File: src/rtl/gpio_pkg.sv
// Package: shared address map and widths for the GPIO port.
// Assumes a 2-bit register select on the bus.
package gpio_pkg;
    localparam int ADDR_W = 2;

    typedef enum logic [ADDR_W-1:0] {
        GP_DATA = 2'd0,
        GP_PIN  = 2'd1,
        GP_DIR  = 2'd2,
        GP_RSVD = 2'd3
    } gp_addr_e;
endpackage

File: src/rtl/gpio_sync.sv
// Module: gpio_sync
// Two-stage synchronizer for pad inputs on the bus clock.
// Assumes pad inputs are asynchronous and each bit may be sampled on its own.
module gpio_sync #(
    parameter int WIDTH  = 8,
    parameter int STAGES = 2
) (
    input  logic             clk,
    input  logic             rst_n,
    input  logic [WIDTH-1:0] async_in,
    output logic [WIDTH-1:0] sync_out
);
    logic [WIDTH-1:0] stage_q [STAGES];

    // Shift chain: first stage samples the pad, later stages follow.
    always_ff @(posedge clk) begin
        if (!rst_n) begin
            for (int s = 0; s < STAGES; s++) stage_q[s] <= '0;
        end else begin
            stage_q[0] <= async_in;
            for (int s = 1; s < STAGES; s++) stage_q[s] <= stage_q[s-1];
        end
    end

    assign sync_out = stage_q[STAGES-1];
endmodule

File: src/rtl/gpio_regs.sv
// Module: gpio_regs
// Holds the direction and output data registers and applies write rules.
// Assumes one write per cycle; writes to the pin and unused addresses are dropped.
module gpio_regs
    import gpio_pkg::*;
#(
    parameter int WIDTH = 8
) (
    input  logic              clk,
    input  logic              rst_n,
    input  logic [ADDR_W-1:0] wr_addr,
    input  logic              wr_en,
    input  logic [WIDTH-1:0]  wr_data,
    output logic [WIDTH-1:0]  dir_q,
    output logic [WIDTH-1:0]  data_q
);
    gp_addr_e sel;
    assign sel = gp_addr_e'(wr_addr);

    // Direction register: written only at its own address.
    always_ff @(posedge clk) begin
        if (!rst_n)                      dir_q <= '0;
        else if (wr_en && sel == GP_DIR) dir_q <= wr_data;
    end

    // Output data register: written only at its own address.
    always_ff @(posedge clk) begin
        if (!rst_n)                       data_q <= '0;
        else if (wr_en && sel == GP_DATA) data_q <= wr_data;
    end
endmodule

File: src/rtl/gpio_override.sv
// Module: gpio_override
// Computes per-pin output enables, masking pins claimed by the peripheral.
// Assumes OVR_MASK marks the pins the peripheral forces to inputs.
module gpio_override #(
    parameter int               WIDTH    = 8,
    parameter logic [WIDTH-1:0] OVR_MASK = 8'h7F
) (
    input  logic [WIDTH-1:0] dir_q,
    input  logic             periph_en,
    output logic [WIDTH-1:0] oe
);
    // Per-pin variant chosen at elaboration: overridable or software-only.
    for (genvar i = 0; i < WIDTH; i++) begin : g_pin
        if (OVR_MASK[i]) begin : g_ovr
            assign oe[i] = dir_q[i] & ~periph_en;
        end else begin : g_sw
            assign oe[i] = dir_q[i];
        end
    end
endmodule

File: src/rtl/gpio_readmux.sv
// Module: gpio_readmux
// Selects read data for the addressed register.
// Assumes driven pins return the latched value on the data address.
module gpio_readmux
    import gpio_pkg::*;
#(
    parameter int WIDTH = 8
) (
    input  logic [ADDR_W-1:0] rd_addr,
    input  logic [WIDTH-1:0]  dir_q,
    input  logic [WIDTH-1:0]  data_q,
    input  logic [WIDTH-1:0]  oe,
    input  logic [WIDTH-1:0]  pin_sync,
    output logic [WIDTH-1:0]  rd_data
);
    // Address decode for the read path.
    always_comb begin
        unique case (gp_addr_e'(rd_addr))
            GP_DATA: rd_data = (oe & data_q) | (~oe & pin_sync);
            GP_PIN:  rd_data = pin_sync;
            GP_DIR:  rd_data = dir_q;
            default: rd_data = '0;
        endcase
    end
endmodule

File: src/rtl/gpio_port.sv
// Module: gpio_port (top)
// 8-pin GPIO port with direction/data/pin registers and a peripheral
// override on the low pins. Assumes a single bus clock and synchronous
// active-low reset; pad inputs are asynchronous.
module gpio_port
    import gpio_pkg::*;
#(
    parameter int               WIDTH    = 8,
    parameter logic [WIDTH-1:0] OVR_MASK = 8'h7F
) (
    input  logic              clk,
    input  logic              rst_n,
    input  logic [ADDR_W-1:0] bus_addr,
    input  logic              bus_we,
    input  logic [WIDTH-1:0]  bus_wdata,
    output logic [WIDTH-1:0]  bus_rdata,
    input  logic              mii_en,
    input  logic [WIDTH-1:0]  pad_in,
    output logic [WIDTH-1:0]  pad_out,
    output logic [WIDTH-1:0]  pad_oe
);
    localparam int SYNC_STAGES = 2;

    logic [WIDTH-1:0] dir_q;
    logic [WIDTH-1:0] data_q;
    logic [WIDTH-1:0] pin_sync;
    logic [WIDTH-1:0] oe;

    gpio_sync #(.WIDTH(WIDTH), .STAGES(SYNC_STAGES)) u_sync (
        .clk      (clk),
        .rst_n    (rst_n),
        .async_in (pad_in),
        .sync_out (pin_sync)
    );

    gpio_regs #(.WIDTH(WIDTH)) u_regs (
        .clk     (clk),
        .rst_n   (rst_n),
        .wr_addr (bus_addr),
        .wr_en   (bus_we),
        .wr_data (bus_wdata),
        .dir_q   (dir_q),
        .data_q  (data_q)
    );

    gpio_override #(.WIDTH(WIDTH), .OVR_MASK(OVR_MASK)) u_ovr (
        .dir_q     (dir_q),
        .periph_en (mii_en),
        .oe        (oe)
    );

    gpio_readmux #(.WIDTH(WIDTH)) u_rd (
        .rd_addr  (bus_addr),
        .dir_q    (dir_q),
        .data_q   (data_q),
        .oe       (oe),
        .pin_sync (pin_sync),
        .rd_data  (bus_rdata)
    );

    assign pad_out = data_q;
    assign pad_oe  = oe;
endmodule

File: config.mk
export PLATFORM = sky130hd
export DESIGN_NAME = gpio_port
export DESIGN_NICKNAME = d
export VERILOG_FILES = /design/src/rtl/gpio_pkg.sv /design/src/rtl/gpio_sync.sv /design/src/rtl/gpio_regs.sv /design/src/rtl/gpio_override.sv /design/src/rtl/gpio_readmux.sv /design/src/rtl/gpio_port.sv
export SDC_FILE = /design/constraint.sdc
export NUM_CORES = 1
export LEC_CHECK = 0
export BUFFER_PORTS_ARGS = -buffer_cell sky130_fd_sc_hd__buf_2
export CORE_UTILIZATION = 49
export CTS_CLUSTER_DIAMETER = 120
export DETAILED_ROUTE_END_ITERATION = 12
export PLACE_DENSITY_LB_ADDON = 0.12
export REMOVE_ABC_BUFFERS = 1
export SYNTH_ARGS = -nofsm -noshare
export SYNTH_HDL_FRONTEND = slang
export SYNTH_SLANG_ARGS = --single-unit
export TNS_END_PERCENT = 30
File: constraint.sdc
create_clock -name clk -period 0.9 [get_ports clk]
set_input_delay 0.045 -clock clk [delete_from_list [all_inputs] [get_ports clk]]
set_output_delay 0.045 -clock clk [all_outputs]
set_load 0.02 [all_outputs]
* Yosys cells after proc, flatten, opt, wreduce, memory -nomap -nowiden
Memories as Yosys holds them, arrays and structs flattened. Index checks and enable logic that the tools add are counted.
Storage, ports and cells: bits of input ports 22, output and inout bits 24, memories 1, register bits after elaboration 16, RAM bits 16
Cells by class: reduce and logical (&&, ||, !) cells 3, mux-type cells 5, bitwise logic cells 14, equality and inequality tests 2
Memories:
- u_sync.stage_q | depth 2, bits a word 8, rd ports 2, clocked after memory_dff 0, write ports 2, line gpio_sync.sv:13 | logic [WIDTH-1:0] stage_q [STAGES];
Operator list (number):
- $pmux W8 S3 | 1
- $and A8 B8 Y8 | 2
- $mux W8 | 2
- $not A8 Y8 | 1
- $or A8 B8 Y8 | 1
- $and A1 B1 Y1 | 7
- $eq A2 B1 Y1 const B | 1
- $eq A2 B2 Y1 const B | 1
- $logic_and A1 B1 Y1 | 2
- $logic_not A2 Y1 | 1
- $mux W1 | 2
- $or A1 B1 Y1 | 2
- $not A1 Y1 | 1

* Longest topological paths before layout
Gate-level depths: netlist of run 1.
word-level depth 6, gate-level depth with buffers 4, depth with buffers taken out 2

* Modules after synthesis
From an unflattened synthesis of run 1, not the netlist that was laid out.
Unflattened totals: cell total of the unflattened synthesis 148, area, all modules 1428.9 µm²
By module, submodules not included:
- gpio_regs | cells each 62, instances 1, area each 631.9 µm², seq. area each 320.3 µm²
- gpio_sync | cells each 41, instances 1, area each 506.7 µm², seq. area each 320.3 µm²
- gpio_readmux | cells each 37, instances 1, area each 239.0 µm², seq. area each 0.0 µm²
- gpio_override | cells each 8, instances 1, area each 51.3 µm², seq. area each 0.0 µm²

* Least setup slack after synthesis of run 1
Ideal clock, no wire load.
kind register to output, start point reg u_regs.dir_q[0], end point out bus_rdata[0], arrival 1.274 ns, setup slack -0.419 ns, data required time 0.855 ns, buffers on the path 0, cell stages (with the launch flop) 3, path through dfxtp_1 nor3b_1 o311ai_0
On the way: word-level cells in the longest chain between the ends 5, elaborated cells between the ends (all ways) 6
RTL lines:
- from (decl) | line gpio_regs.sv:14 | output logic [WIDTH-1:0] dir_q,
- from (signal assigned) | line gpio_regs.sv:23 | else if (wr_en && sel == GP_DIR) dir_q <= wr_data;
- $and A1 B1 Y1 | line gpio_override.sv:15 | assign oe[i] = dir_q[i] & ~periph_en;
- $not A8 Y8 | line gpio_readmux.sv:19 | GP_DATA: rd_data = (oe & data_q) | (~oe & pin_sync);
- $and A8 B8 Y8 | line gpio_readmux.sv:19
- $or A8 B8 Y8 | line gpio_readmux.sv:19
- $pmux W8 S3 (*) | line gpio_readmux.sv:18 | unique case (gp_addr_e'(rd_addr))
- to (decl) | line gpio_port.sv:16 | output logic [WIDTH-1:0] bus_rdata,
Mark *: on every way between the ends. The rest lies on a longest branch, timed or not.

* Worst setup path after layout of run 1
start point reg u_regs.dir_q[3], end point out bus_rdata[3]
Same word-level chain as after synthesis.

==> results of run 1 <==
cell families (layout without fill, tap and decap cells):
kind of cell / after synthesis / count (layout) / share of synthesized area
simple gates: 73 / 73 / 0.323
flops: 32 / 32 / 0.443
buf+inv: 20 / 90 / 0.0744
mux: 17 / 17 / 0.118
compound gates: 7 / 7 / 0.0424
state kept, by name, indices dropped and copies added (netlist names):
signal          flops
u_sync.stage_q     16
u_regs.dir_q        8
u_regs.data_q       8
repair_timing:
action / 4_1_cts / 5_1_grt
endpoints found under the setup margin: 24 / 24
hold buffers: 16 / 0
pin swaps: 0 / 1
gates resized for setup: 40 / 25
endpoints found under the hold margin: 24 / 0
area by class of cell:
type	instances	area, um2
multi-input cells	97	757
flip-flops and latches	32	659
clock inverters	2	35.0
repair buffers	75	628
inverters	7	26.3
fillers	200	596
clock buffers	6	41.3
well taps	31	38.8
layout by cell type, fill, tap and decap left out, types with 2 or more instances in the layout:
cell type / Yosys / routed
buf_4: 1 / 12
nand2b_1: 2 / 2
dlygate4sd3_1: 0 / 16
buf_12: 0 / 2
nor2b_4: 0 / 5
nand4bb_1: 7 / 7
dfxtp_1: 32 / 17
buf_2: 4 / 27
dfxtp_2: 0 / 15
nand3b_1: 7 / 7
nand2_1: 24 / 24
inv_1: 7 / 7
o311ai_1: 3 / 6
mux2i_1: 17 / 17
clkbuf_4: 0 / 5
buf_6: 3 / 18
and2_1: 16 / 16
nor3b_1: 7 / 6
metrics by stage:
stage	util	hold slack, ns	instances	area (um2)	TNS [ns]
floorplan	-	0.167	136	1370	-2.24
global placement	0.632	0.250	226	1760	-0.449
detailed placement	0.632	0.254	226	1760	-1.54
CTS	0.750	0.118	250	2090	-4.67
global route	0.786	0.130	250	2190	-5.36
finish	0.786	0.137	250	2190	-4.34
synthesized netlist by cell type (all sizes together):
cell / instances / area (um2)
o311ai: 7 / 61.3
clkbuf: 5 / 20.0
nor2b: 7 / 43.8
nand2b: 2 / 12.5
nor2: 1 / 3.75
nand3b: 8 / 72.6
nand2: 24 / 90.1
nor3b: 8 / 65.1
dfxtp: 32 / 641
nand4bb: 7 / 78.8
mux2i: 17 / 170
inv: 7 / 26.3
buf: 8 / 61.3
and2: 16 / 100
critical path, stage by stage (launching register included):
cell and delay (ns):
dfxtp_1 0.32, nor3b_1 0.13, o311ai_1 0.29, buf_2 0.23
report_power, final:
part / total [mW] / switching [mW] / internal [mW]
sequential: 1.50 / 0.0263 / 1.48
clock: 1.06 / 0.474 / 0.582
combinational: 0.474 / 0.216 / 0.258
final timing paths:
kind	depth (start not counted)	to	from
setup / recovery	3	bus_rdata[3]	u_regs.dir_q[3]$_SDFFE_PN0P_
hold / removal	3	u_regs.dir_q[0]$_SDFFE_PN0P_	bus_we
setup reg to reg	3	u_regs.dir_q[4]$_SDFFE_PN0P_	u_regs.dir_q[4]$_SDFFE_PN0P_
hold reg to reg	1	u_sync.stage_q[0][8]$_SDFF_PN0_	u_sync.stage_q[0][0]$_SDFF_PN0_
routing by layer:
metal | part of all wire | track usage | up-vias
met5 | 0 | 0 | -
met4 | 0.026 | 0.115 | 0
met3 | 0.045 | 0.0737 | 9
met2 | 0.50 | 0.367 | 35
met1 | 0.43 | 0.258 | 583
li1 | - | - | 639
==> metrics.md, run 1 <==
| Metric | Value |
|---|---|
| Status | finished with violations |
| Failing checks | setup timing |
| Avg Inst Size Synth | 9.71 um2 |
| 1st-iter DRT viols | 46 |
| Avg Vias per Cell | 5.06 |
| Post-synthesis cell type count | 20 |
| Synth-to-Final Area Change | 51.1% |
| Antenna-violating nets left | 0 |
| Hpwl dp | 2.03 mm |
| Worst Tran Pin Value | 0.404 ns |
| CTS Root Buffer Type | clkbuf_4 |
| Peak supply drop | 0.00155 V |
| DRC errors left | 0 |
| Critical path capture point type | output port |
| Fin Clk Skew | 0.00132 ns |
| Final #Nets | 240 |
| Total Wirelength | 3.22 mm |
| Final setup vio count | 15 |
| Via count | 1266 |
| CP startpoint kind | flop |
| Layout cells sized above 1 | 0.416 |
| Initial Utilization | 0.520 |
| Pre-CTS setup slack | -0.134 ns |
| Worst EP required | 0.85 ns |
| GR Util All Layers | 0.223 |
| Boundary pin count | 46 |
| Synth Instances | 149 |
| Core area | 0.00278 mm2 |
| Placer congestion estimate | 0.721 |
| CTS Buf Count | 5 |
| Unrepaired setup endpoints after global routing | yes |
| Arrival @ worst endpoint | 1.30 ns |
| Yosys reg bits | 32 |
| Die width | 56.3 um |
| Total power | 3.03 mW |
| Lkg Pwr | 0.969 nW |
| CTS tree | yes |
| Clock sink count | 32 |
| # port buffers | 45 |
| Final period util | 1.49 |
| TritonRoute pass-1 iters | 4 |
| Fmax | 0.744 GHz |
| Maxcap violations | 0 |
| Critical path fanouts, max | 2 |
| Final Max Slew Viols | 0 |
| ANT cells | 0 |
| R2r setup slk | 0.21 ns |
| Clk slew on worst S/H paths | 0.09 ns |
| H-tree depth | 2 |
| Die area | 0.00317 mm2 |
| Worst Hold Class | primary input to flop |
| Max clock buf depth | 2 |
| Vias in the first global route | 1223 |
| Rows | 19 |
| Post-CTS Setup Inserts | 0 |
| Largest net degree at the start of global routing | 25 |
| Mapped cell area | 0.00145 mm2 |
| Die Ht | 56.3 um |
| Fin. Hold Viols | 0 |
| Gr ovfl total | 0 |
| First-pass GRT wire length | 5.36 mm |
| Drt wl/cell | 12.9 um |
| Clock Latency Late Sink | 0.33 ns |
| Critical path class | flop to output port |
| Final setup margin | -0.444 ns |
| Initial antenna violation count | 0 |
| Slew headroom | 0.731 |
| Cell Pwr Density | 1390 mW/mm2 |
| Crit path time final | 1.34 ns |
| Register area share after synthesis | 0.443 |
| YS warnings | 0 |
(Power assumes the default switching activity.)
==> inputs of run 2 (changes only) <==
--- a/config.mk
+++ b/config.mk
@@ -8,9 +8,11 @@
 export BUFFER_PORTS_ARGS = -buffer_cell sky130_fd_sc_hd__buf_2
 export CORE_UTILIZATION = 49
 export CTS_CLUSTER_DIAMETER = 120
+export CTS_CLUSTER_SIZE = 14
 export DETAILED_ROUTE_END_ITERATION = 12
 export PLACE_DENSITY_LB_ADDON = 0.12
 export REMOVE_ABC_BUFFERS = 1
+export SETUP_SLACK_MARGIN = 0.5
 export SYNTH_ARGS = -nofsm -noshare
 export SYNTH_HDL_FRONTEND = slang
 export SYNTH_SLANG_ARGS = --single-unit
==> metrics.md, run 2 (same netlist as run 1, synthesis figures left out) <==
| Metric | Value |
|---|---|
| Status | finished with violations |
| Failing checks | hold timing, setup timing |
| Finished Core Util | 0.749 (-0.0373) |
| Critical path capture point type | output port |
| Wl on met1 | 1.34 mm (-2.2%) |
| TritonRoute pass-1 iters | 4 (unchanged) |
| Final setup vio count | 16 (+1) |
| Core area | 0.00278 mm2 (unchanged) |
| Worst Hold Class | primary input to flop |
| ANT cells | 0 (unchanged) |
| FF-to-FF End | u_regs.dir_q[6]$_SDFFE_PN0P_ |
| Hpwl dp | 2.03 mm (unchanged) |
| CTS Root Buffer Type | clkbuf_4 |
| CP startpoint kind | flop |
| Final setup margin | -0.431 ns (+0.0134 ns) |
| Arrival @ worst endpoint | 1.29 ns (about the same) |
| Rows | 19 (unchanged) |
| Layout cells sized above 1 | 0.485 (+0.0699) |
| Via count | 1218 (-3.8%) |
| Drt wl/cell | 13.1 um (+1.8%) |
| Wire length on met2 | 1.53 mm (-5.5%) |
| Die area | 0.00317 mm2 (unchanged) |
| Fmax | 0.751 GHz (+1.0%) |
| Unrepaired setup endpoints after global routing | yes |
| Lkg Pwr | 0.926 nW (-4.4%) |
| R2r setup slk | 0.12 ns (-0.09 ns) |
| Pre-CTS setup slack | -0.134 ns (unchanged) |
| Boundary pin count | 46 (unchanged) |
| CTS Buf Count | 5 (unchanged) |
| Met3 wire length | 174 um (+19%) |
| Total Wirelength | 3.10 mm (-3.5%) |
| Critical path fanouts, max | 2 (unchanged) |
| Clk slew on worst S/H paths | 0.09 ns (about the same) |
| Register-to-Register Path Depth | 4 (+1) |
| First-pass GRT wire length | 5.09 mm (-5.0%) |
| 1st-iter DRT viols | 41 (-11%) |
| Total Neg Setup Slack | -4.28 ns (+0.0539 ns) |
| Placer congestion estimate | 0.721 (unchanged) |
| Final period util | 1.48 (-0.0149) |
| Gr ovfl total | 0 (unchanged) |
| R2r startpoint | u_regs.dir_q[6]$_SDFFE_PN0P_ |
| Clock sink count | 32 (unchanged) |
| Initial antenna violation count | 0 (unchanged) |
| Commonest cells after routing, fill and taps aside | buf_2 (26), nand2_1 (22), buf_6 (22) |
| Critical path class | flop to output port |
| CTS tree | yes |
| Die Ht | 56.3 um (unchanged) |
| DRC errors left | 0 (unchanged) |
| Max clock buf depth | 2 (unchanged) |
| Final Max Slew Viols | 0 (unchanged) |
| Most common cell after layout, fill and taps aside | buf_2 |
| Initial Utilization | 0.520 (unchanged) |
| Critical Path Sink | bus_rdata[1] |
| Number of flip-flops in the largest register | 16 (unchanged) |
| Max layer used | met4 |
| Crit. Startpoint | u_regs.dir_q[1]$_SDFFE_PN0P_ |
| Worst Tran Pin Value | 0.287 ns (-0.117 ns) |
| Hold Crit Start | pad_in[6] |
| Biggest register | u_sync.stage_q |
| Fin Clk Skew | 0.000701 ns (-0.000614 ns) |
| Final #Nets | 227 (-5.4%) |
| Antenna-violating nets left | 0 (unchanged) |
| # port buffers | 45 (unchanged) |
| Peak supply drop | 0.00150 V (-3.4%) |
| H-tree depth | 2 (unchanged) |
| Avg Vias per Cell | 5.14 (+1.5%) |
| Crit path time final | 1.33 ns (-0.0134 ns) |
| Worst hold margin | -0.0909 ns (-0.228 ns) |
| Clock Latency Late Sink | 0.33 ns (about the same) |
| Worst EP required | 0.85 ns (about the same) |
| Largest net degree at the start of global routing | 25 (unchanged) |
| Total power | 2.99 mW (-1.4%) |
| Cell Pwr Density | 1440 mW/mm2 (+3.5%) |
| GR Util All Layers | 0.211 (-0.0119) |
| Synth-to-Final Area Change | 43.9% |
| Die width | 56.3 um (unchanged) |
| Biggest regs | u_sync.stage_q x16, u_regs.data_q x8, u_regs.dir_q x8 |
| Maxcap violations | 0 (unchanged) |
| Slew headroom | 0.806 (+0.0751) |
| Vias in the first global route | 1185 (-3.1%) |
| Fin. Hold Viols | 24 (+24) |
-- run 2: changes by cell type in the layout (fill, tap and decap cells not counted), sizes merged --
cell	previous run	this run
dlygate4sd3	16	0
buf	59	61
clkbuf	6	7
-- run 2: through the flow --
stage	cells	area (um2)	hold WS, ns
2_1_floorplan	136	1370	0.167
3_3_place_gp	226	1760	0.250
3_5_place_dp	226	1760	0.254
4_1_cts	235	1980	-0.113
5_1_grt	237	2080	-0.109
6_report	237	2080	-0.0909
-- run 2: per-layer routing --
metal,vias to the layer above,global-route usage
met5,-,0
met1,558,0.246
li1,613,-
met2,38,0.344
met3,9,0.0737
met4,0,0.108
-- run 2: cell type report --
type | count | area (um2)
clock buffer | 6 | 41.3
inverter | 7 | 26.3
clock inverter | 2 | 35.0
timing repair buffer | 62 | 508
sequential | 32 | 663
multi-input combinational | 97 | 769
fill | 213 | 699
tap | 31 | 38.8
-- run 2: how the worst min path moves through the flow --
| stage | end | slack (ns) | cells after the start |
|---|---|---|---|
| final | u_sync.stage_q[0][6]$_SDFF_PN0_ | -0.09 | 2 |
| after global routing | u_sync.stage_q[0][6]$_SDFF_PN0_ | -0.11 | 2 |
| after CTS | u_sync.stage_q[0][6]$_SDFF_PN0_ | -0.11 | 2 |
| after detailed placement | u_sync.stage_q[0][6]$_SDFF_PN0_ | 0.25 | 2 |
| after global placement | u_sync.stage_q[0][5]$_SDFF_PN0_ | 0.25 | 2 |
| after floorplan | u_sync.stage_q[0][0]$_SDFF_PN0_ | 0.17 | 1 |
-- run 2: repair_timing --
action                     4_1_cts  5_1_grt
buffers inserted                 1        2
resized for setup               55       22
pin swaps                        0        2
hold endpoints to repair        24       24
setup endpoints to repair       48       48
-- run 2: worst max-delay path, cell delays in order (launching register included) --
cell	delay (ns)
dfxtp_2	0.33
nor3b_4	0.14
o311ai_2	0.28
buf_4	0.20
-- run 2: power breakdown --
| part | internal [mW] | switching (mW) | leakage, nW |
|---|---|---|---|
| Combinational | 0.225 | 0.211 | 0.614 |
| Clock | 0.582 | 0.467 | 0.0422 |
| Sequential | 1.48 | 0.0271 | 0.270 |
| Total | 2.29 | 0.706 | 0.926 |
==> inputs of run 3 (changes only) <==
--- a/config.mk
+++ b/config.mk
@@ -10,6 +10,7 @@
 export CTS_CLUSTER_DIAMETER = 120
 export CTS_CLUSTER_SIZE = 14
 export DETAILED_ROUTE_END_ITERATION = 12
+export GPL_TIMING_DRIVEN = 0
 export PLACE_DENSITY_LB_ADDON = 0.12
 export REMOVE_ABC_BUFFERS = 1
 export SETUP_SLACK_MARGIN = 0.5
==> metrics.md, run 3 (same netlist as run 1, synthesis figures left out) <==
| Metric | Value |
|---|---|
| Max clock buf depth | 2 (unchanged) |
| Final Cell Area | 0.00189 mm2 (-9.4%) |
| Clock power share | 0.309 (-0.042) |
| Core area | 0.00278 mm2 (unchanged) |
| Slew headroom | 0.742 (-0.0640) |
| Clock sink count | 32 (unchanged) |
| Critical path capture point type | output port |
| Avg Vias per Cell | 5.24 (+2.0%) |
| Lkg Pwr | 0.848 nW (-8.5%) |
| Worst EP required | 0.85 ns (about the same) |
| Largest stage delay, worst path | 0.34 ns (about the same) |
| CTS Root Buffer Type | clkbuf_4 |
| Die area | 0.00317 mm2 (unchanged) |
| Placer congestion estimate | 0.671 (-7.0%) |
| Rows | 19 (unchanged) |
| Biggest regs | u_sync.stage_q x16, u_regs.data_q x8, u_regs.dir_q x8 |
| Crit path cell chain | nor3b_1 -> o311ai_1 -> buf_2 |
| Reg power frac | 0.555 (+0.052) |
| First-pass GRT wire length | 4.89 mm (-4.1%) |
| Drt wl/cell | 12.9 um (-1.8%) |
| Number of flip-flops in the largest register | 16 (unchanged) |
| Fin Clk Skew | 0.00262 ns (+0.00192 ns) |
| Arrival @ worst endpoint | 1.32 ns (+0.03 ns) |
| Most common cell after layout, fill and taps aside | buf_2 |
| ANT cells | 0 (unchanged) |
| TritonRoute pass-1 iters | 4 (unchanged) |
| Gr ovfl total | 0 (unchanged) |
| Die width | 56.3 um (unchanged) |
| Worst hold margin | -0.0872 ns (+0.00374 ns) |
| Status | finished with violations |
| CP startpoint kind | flop |
| R2r setup slk | 0.12 ns (about the same) |
| # port buffers | 45 (unchanged) |
| Die Ht | 56.3 um (unchanged) |
| Fin. Hold Viols | 21 (-13%) |
| Via count | 1195 (-1.9%) |
| Total Neg Setup Slack | -4.29 ns (-0.00255 ns) |
| Cell Pwr Density | 1440 mW/mm2 (about the same) |
| Failing checks | hold timing, setup timing |
| Initial Utilization | 0.520 (unchanged) |
| DRC errors left | 0 (unchanged) |
| Sw Share | 0.247 (+0.0111) |
| Boundary pin count | 46 (unchanged) |
| Crit path buf inv count | 1 (unchanged) |
| Initial antenna violation count | 0 (unchanged) |
| 1st-iter DRT viols | 27 (-34%) |
| Placed cell areas | 0.00163 mm2 (-7.4%) |
| Synth-to-Final Area Change | 30.4% |
| Switching power | 670 uW (-5.0%) |
| GR Util All Layers | 0.206 (-0.00559) |
| Clk slew on worst S/H paths | 0.10 ns (about the same) |
| CP max-delay cell | dfxtp_2 |
| Unrepaired setup endpoints after global routing | yes |
| Family with the most delay on the worst path | flip-flops |
| Worst Hold Class | primary input to flop |
| CTS Buf Count | 5 (unchanged) |
| Final setup margin | -0.461 ns (-0.0301 ns) |
| Fmax | 0.735 GHz (-2.2%) |
| Antenna-violating nets left | 0 (unchanged) |
| Vias in the first global route | 1151 (-2.9%) |
| Hpwl dp | 1.84 mm (-9.0%) |
| CTS tree | yes |
| Final #Nets | 218 (-4.0%) |
| Internal cell power | 2.04 mW (-11%) |
| Final setup vio count | 15 (-1) |
| Combinational power share | 0.136 (-0.010) |
| Final period util | 1.51 (+0.0335) |
| Largest net degree at the start of global routing | 41 (+64%) |
| Clock Latency Late Sink | 0.32 ns (about the same) |
| Final Max Slew Viols | 0 (unchanged) |
| Layout cells sized above 1 | 0.396 (-0.0895) |
| Maxcap violations | 0 (unchanged) |
| Commonest cells after routing, fill and taps aside | buf_2 (26), nand2_1 (24), mux2i_1 (17) |
| Total Wirelength | 2.93 mm (-5.6%) |
| H-tree depth | 2 (unchanged) |
| Biggest register | u_sync.stage_q |
| Peak supply drop | 0.00121 V (-19%) |
| Worst Tran Pin Value | 0.387 ns (+0.101 ns) |
| Critical path fanouts, max | 3 (+1) |
| Critical path class | flop to output port |
| Crit path time final | 1.36 ns (+0.0301 ns) |
==> run 3: worst reg2reg max path: stages (launching register included) <==
cell     delay [ns]
dfxtp_2        0.33
buf_6          0.11
buf_4          0.12
nand2_1        0.05
mux2i_1        0.07
==> run 3: final cells by class <==
cell class,instances,area (um2)
fillers,236,895
multi-input cells,97,704
flip-flops and latches,32,664
repair buffers,53,394
clock buffers,8,58.8
well taps,31,38.8
inverters,7,26.3
==> run 3: worst paths after layout <==
path | from | to | depth (start not counted)
hold / removal | pad_in[3] | u_sync.stage_q[0][3]$_SDFF_PN0_ | 2
setup reg to reg | u_regs.dir_q[4]$_SDFFE_PN0P_ | u_regs.dir_q[4]$_SDFFE_PN0P_ | 4
hold reg to reg | u_sync.stage_q[0][0]$_SDFF_PN0_ | u_sync.stage_q[0][8]$_SDFF_PN0_ | 1
setup / recovery | u_regs.dir_q[2]$_SDFFE_PN0P_ | bus_rdata[2] | 3
==> run 3: timing repair <==
action                     4_1_cts  5_1_grt
setup endpoints to repair       56       48
setup buffers                    5        3
resized for setup               48        7
pin swaps                        4        3
hold endpoints to repair        24       19
==> run 3: stage by stage <==
step                      utilization  worst slack [ns]  cells  total power [mW]
after CTS                       0.664            -0.483    225              2.75
after detailed placement        0.586            -0.477    212              1.85
final                           0.678            -0.461    228              2.71
after global routing            0.678            -0.512    228              2.85
after floorplan                     -            -0.417    136              1.69
after global placement          0.586            -0.467    212              1.83
==> run 3: layer usage <==
metal,vias to the layer above,global-route usage,part of all wire
met2,32,0.354,0.50
met4,0,0.0941,0.020
met1,567,0.224,0.42
li1,591,-,-
met5,-,0,0
met3,5,0.0783,0.052
==> run 3: power by group through the flow <==
| stage | sequential, mW | combinational (mW) | clock [mW] |
|---|---|---|---|
| final | 1.51 | 0.369 | 0.839 |
| after global routing | 1.51 | 0.403 | 0.937 |
| after CTS | 1.51 | 0.360 | 0.880 |
| after detailed placement | 1.54 | 0.310 | 0 |
| after global placement | 1.53 | 0.300 | 0 |
| after floorplan | 1.55 | 0.144 | 0 |
